### config.mk
export PLATFORM = sky130hd
export DESIGN_NAME = sc_phase_gen
export DESIGN_NICKNAME = d
export VERILOG_FILES = /design/src/rtl/sc_phase_pkg.sv /design/src/rtl/sc_step_div.sv /design/src/rtl/sc_field_seq.sv /design/src/rtl/sc_line_ctl.sv /design/src/rtl/sc_phase_gen.sv
export SDC_FILE = /design/constraint.sdc
export NUM_CORES = 1
export LEC_CHECK = 0
export BUFFER_PORTS_ARGS = -buffer_cell sky130_fd_sc_hd__buf_2
export CAP_MARGIN = 10
export CORE_MARGIN = 8
export CORE_UTILIZATION = 29
export DETAILED_ROUTE_END_ITERATION = 16
export PLACE_DENSITY_LB_ADDON = 0.12
export SYNTH_ARGS = -nofsm -noshare
export SYNTH_HDL_FRONTEND = slang
export SYNTH_SLANG_ARGS = --single-unit
### constraint.sdc
create_clock -name clk -period 6.55 [get_ports clk]
set_input_delay 1.31 -clock clk [delete_from_list [all_inputs] [get_ports clk]]
set_output_delay 1.31 -clock clk [all_outputs]
set_load 0.05 [all_outputs]
### src/rtl/sc_phase_pkg.sv
package sc_phase_pkg;
    typedef enum logic [1:0] {
        STD_NTSC   = 2'd0,
        STD_PAL_BG = 2'd1,
        STD_PAL_M  = 2'd2,
        STD_PAL_N  = 2'd3
    } vid_std_e;

    function automatic logic std_is_625(vid_std_e s);
        return (s == STD_PAL_BG) || (s == STD_PAL_N);
    endfunction

    function automatic logic std_is_ntsc(vid_std_e s);
        return s == STD_NTSC;
    endfunction
endpackage

### src/rtl/sc_step_div.sv
module sc_step_div #(
    parameter int DIV = 4
) (
    input  logic clk,
    input  logic rst_n,
    input  logic en,
    input  logic clr,
    output logic step
);
    localparam int W = (DIV > 1) ? $clog2(DIV) : 1;
    localparam logic [W-1:0] LAST = W'(DIV - 1);

    typedef struct packed {
        logic [W-1:0] cnt;
    } div_st_t;

    div_st_t st_d, st_q;

    always_comb begin
        st_d = st_q;
        if (clr)
            st_d.cnt = '0;
        else if (en)
            st_d.cnt = (st_q.cnt == LAST) ? '0 : st_q.cnt + 1'b1;
    end

    assign step = en && !clr && (st_q.cnt == LAST);

    always_ff @(posedge clk or negedge rst_n) begin
        if (!rst_n) st_q <= '0;
        else        st_q <= st_d;
    end
endmodule

### src/rtl/sc_field_seq.sv
module sc_field_seq #(
    parameter int SEQ_SHORT = 4,
    parameter int SEQ_LONG  = 8
) (
    input  logic clk,
    input  logic rst_n,
    input  logic fld_stb,
    input  logic long_seq,
    output logic seq_end
);
    localparam int W = $clog2(SEQ_LONG);
    localparam logic [W-1:0] LAST_S = W'(SEQ_SHORT - 1);
    localparam logic [W-1:0] LAST_L = W'(SEQ_LONG - 1);

    typedef struct packed {
        logic [W-1:0] cnt;
    } fld_st_t;

    fld_st_t st_d, st_q;
    logic [W-1:0] last;

    always_comb begin
        last    = long_seq ? LAST_L : LAST_S;
        seq_end = fld_stb && (st_q.cnt >= last);
        st_d    = st_q;
        if (fld_stb)
            st_d.cnt = (st_q.cnt >= last) ? '0 : st_q.cnt + 1'b1;
    end

    always_ff @(posedge clk or negedge rst_n) begin
        if (!rst_n) st_q <= '0;
        else        st_q <= st_d;
    end
endmodule

### src/rtl/sc_line_ctl.sv
module sc_line_ctl (
    input  logic clk,
    input  logic rst_n,
    input  logic line_end,
    input  logic is_ntsc,
    input  logic rst_dis,
    output logic nco_clr,
    output logic pal_sw
);
    typedef struct packed {
        logic sw;
    } line_st_t;

    line_st_t st_d, st_q;

    always_comb begin
        nco_clr = line_end && is_ntsc && !rst_dis;
        st_d    = st_q;
        if (is_ntsc)
            st_d.sw = 1'b0;
        else if (line_end)
            st_d.sw = !st_q.sw;
    end

    assign pal_sw = st_q.sw;

    always_ff @(posedge clk or negedge rst_n) begin
        if (!rst_n) st_q <= '0;
        else        st_q <= st_d;
    end
endmodule

### src/rtl/sc_phase_gen.sv
module sc_phase_gen
    import sc_phase_pkg::*;
#(
    parameter int ACC_W     = 24,
    parameter int ADJ_W     = 8,
    parameter int OFF_W     = 9,
    parameter int STEP_DIV  = 4,
    parameter int SEQ_525   = 4,
    parameter int SEQ_625   = 8
) (
    input  logic             clk,
    input  logic             rst_n,
    input  logic             samp_en,
    input  logic             line_end,
    input  logic             field_stb,
    input  logic [1:0]       std_sel,
    input  logic [ACC_W-1:0] freq_word,
    input  logic [ADJ_W-1:0] sc_adj,
    input  logic [OFF_W-1:0] sch_off,
    input  logic             nco_rst_dis,
    output logic [OFF_W-1:0] phase_out,
    output logic             pal_sw
);
    localparam int PAD_W = ACC_W - ADJ_W;

    typedef struct packed {
        logic [ACC_W-1:0] acc;
        logic [OFF_W-1:0] phase;
    } gen_st_t;

    gen_st_t  st_d, st_q;
    vid_std_e std;
    logic     step, seq_end, nco_clr, add_adj;

    assign std = vid_std_e'(std_sel);

    sc_step_div #(.DIV(STEP_DIV)) u_div (
        .clk  (clk),
        .rst_n(rst_n),
        .en   (samp_en),
        .clr  (nco_clr),
        .step (step)
    );

    sc_field_seq #(.SEQ_SHORT(SEQ_525), .SEQ_LONG(SEQ_625)) u_fld (
        .clk     (clk),
        .rst_n   (rst_n),
        .fld_stb (field_stb),
        .long_seq(std_is_625(std)),
        .seq_end (seq_end)
    );

    sc_line_ctl u_line (
        .clk     (clk),
        .rst_n   (rst_n),
        .line_end(line_end),
        .is_ntsc (std_is_ntsc(std)),
        .rst_dis (nco_rst_dis),
        .nco_clr (nco_clr),
        .pal_sw  (pal_sw)
    );

    assign add_adj = seq_end && std_is_625(std);

    always_comb begin
        st_d = st_q;
        if (nco_clr) begin
            st_d.acc = '0;
        end else begin
            st_d.acc = st_q.acc
                     + (step    ? freq_word : '0)
                     + (add_adj ? {{PAD_W{1'b0}}, sc_adj} : '0);
        end
        st_d.phase = st_d.acc[ACC_W-1 -: OFF_W] + sch_off;
    end

    assign phase_out = st_q.phase;

    always_ff @(posedge clk or negedge rst_n) begin
        if (!rst_n) st_q <= '0;
        else        st_q <= st_d;
    end
endmodule

==> results.ini <==
[status]
status=completed

[synth]
synth_top_area_frac=0.284
synth_commonest_cells=ha_1, dfrtp_1, and3_1, nor2_1, a21oi_1
synth_ff_type=dfrtp_1
synth_area_leaders=dfrtp_1, ha_1, fa_1
postSynthAreaPerCell_um2=9.48
syn_nets=470
synthesis.area_mm2=0.00344
synth_most_common_cell=ha_1
yosys_warnings=0
synth_top_cell_by_area=dfrtp_1
synth_cells=363
async_flop_share=1.00
synth-seq-area-share=0.284
synth_edf_count=0
ys_ff_latch=39
ys_types=50

[finish]
ff_latch_area_um2=976
areaGrowthSynthToFinish_pct=18.5
layout-drive-gt1-share=0.207
fillerInstances=1212
multi_input_area_mm2=0.00232
layout.nets=527
instances_no_fill=564
num_antenna_cells=0

[clock_network]
cts_tree=yes
post-cts-setup-buffer-count=0
clkTransAtPathRegs_ps=60
hold_buffers=0
htreeDepth=2
cts_made_buffers=5
cts_sinks=39
cts_root_buf=clkbuf_16
clk_latency_ps=280
clock_path_buffers=2

[floorplan]
die_area_mm2=0.0156
initial_core_util=0.299
core_area_mm2=0.0115
die_height_um=125
rows=39
die_w_um=125
num_io_pins=59

[min_path]
hp-start=u_fld.st_q[2]
hold_path_class=reg -> reg

[timing]
max_freq_mhz=162
finalMaxSlewViolations=0
grt_setup_unrepaired=false
worst_pin_slew_ps=944
finClkSkew_ps=4.24
min_period_ps=6170
relSlewSlack=0.369
final.setup.worst_slack_ps=382
setup_viol=0
final_hold_viol_count=0
finalCritPeriodShare=0.942
setup_tns_ps=0

[power_and_ir_drop]
p_per_area_mw_per_mm2=379
power.leakage_nw=2.21
peakVddDrop_uv=192
total_power_mw=1.55

[global_routing]
grt-ovfl-total=0
met1_usage=0.146
grt_usage=0.114
grt_max_degree=40
grt_use_met2=0.191
antenna_found_initial=0
grt.busiest_layer=met2
grt_pass1_wl_mm=14.9
grt_pass1_vias=3097
grt_use_met3=0.0251

[route]
wire_per_inst_um=15.2
wl_mm=8.57
detail-route-antenna-nets=0
post-route-drc-count=0
vias_per_cell=4.99
dr.pass1.iters=4
drt-initial-drc-count=88
vias=2817

[placed_design]
numPortBuffers=58
routabilityCongestion=0.776
dp_slack_ps=-59.2
dp_cells=556
dp_hpwl_mm=6.96

[critical_path]
cp.required_ps=6710
critical_path_arrival_ps=6330
startpoint_type=input pin
criticalPathCategory=in -> reg
cp_max_fo=4
reg2reg_from=u_fld.st_q[0]
endpoint_kind=register
worstSetupStartpoint=std_sel[0]

[run]
max_cap_violations=0

-- worst max-delay path, cell delays in order --
cell and delay, ps:
buf_2 90, inv_1 40, ha_1 280, a21oi_1 170, inv_1 70, and3_1 220, and2_1 180, fa_1 450
ha_1 230, fa_1 400, a211oi_1 330, o211ai_1 170, and4_1 280, o211ai_1 220, nor3b_2 220, nor3_2 80
ha_1 360, nor2b_1 140, o21ai_0 210, a21boi_0 160, o21a_1 220, o41ai_2 250, xnor3_1 260
-- where the power goes --
group / internal [mW] / total [mW] / switching [mW]
sequential: 0.354 / 0.398 / 0.0441
clock: 0.190 / 0.291 / 0.102
combinational: 0.345 / 0.857 / 0.511
-- path summary, 6_finish.rpt --
check	endpoint	cells past startpoint	slack, ps
max reg2reg	phase_out[8]	22	970
max in group asynchronous	st_q[18]	1	4790
max	phase_out[8]	23	380
min	u_fld.st_q[2]	1	500
min reg2reg	u_fld.st_q[2]	1	500
min in group asynchronous	phase_out[7]	1	1170
-- sequential cells by signal, summed over array words and instances, names as in the netlist --
signal and flops:
st_q 24, u_line.pal_sw 1, u_div.st_q 2, u_fld.st_q 3
phase_out 9
-- final cells by class --
cell class | count | area share
Clock buffer | 6 | 0.0340
Clock inverter | 2 | 0.00859
Inverter | 13 | 0.0120
Multi-Input combinational cell | 291 | 0.569
Sequential cell | 39 | 0.239
Tap cell | 143 | 0.0439
Timing Repair Buffer | 70 | 0.0933
-- cells by family (layout without fill, tap and decap cells) --
group,Yosys count,count (layout),share of synthesized area
AND/OR/NAND/NOR,119,119,0.191
adder cells (fa/ha/maj),58,58,0.233
flip-flops,39,39,0.284
buffers and inverters,33,91,0.0491
multiplexers,5,5,0.0145
AO/OA/AOI/OAI,91,91,0.180
XOR/XNOR,18,18,0.0498
-- placed cells by master, fill, tap and decap left out, drive strengths merged, types with 2 or more instances in the layout --
cell type  synthesis  routed
mux2i              5       5
dfrtp             39      39
clkbuf             7       6
nand3              7       7
ha                48      48
xnor2             13      13
o2111ai            3       3
a211oi             3       3
nor2b              2       2
inv               13      13
nand2             15      15
a21o              18      18
nor3              14      14
nor3b              5       5
nor2              24      24
o21ai             17      17
buf               13      70
and3              27      27
a21oi             22      22
xor2               4       4
o21bai             3       3
and4               5       5
and2              14      14
o211ai             5       5
fa                10      10
a21boi             4       4
o21a               5       5
-- per-stage QoR --
step	util	instance area, um^2	hold WS (ps)
after global placement	0.338	3890	488
after floorplan	-	3440	461
after detailed placement	0.338	3890	501
after global routing	0.354	4080	527
after CTS	0.353	4060	505
final	0.354	4080	504
-- repair_timing --
| action | 4_1_cts | 5_1_grt |
|---|---|---|
| setup endpoints to repair | 0 | 1 |
| hold endpoints to repair | 0 | 0 |
| gates resized for setup | 0 | 3 |
-- metal layers --
metal	part of all wire	wire length, um	vias up
li1	-	-	1430
met1	0.49	4220	1328
met2	0.46	3910	51
met3	0.042	359	8
met4	0.010	88	0
met5	0	0	-
No activity file was read; power rests on OpenSTA's default activity.
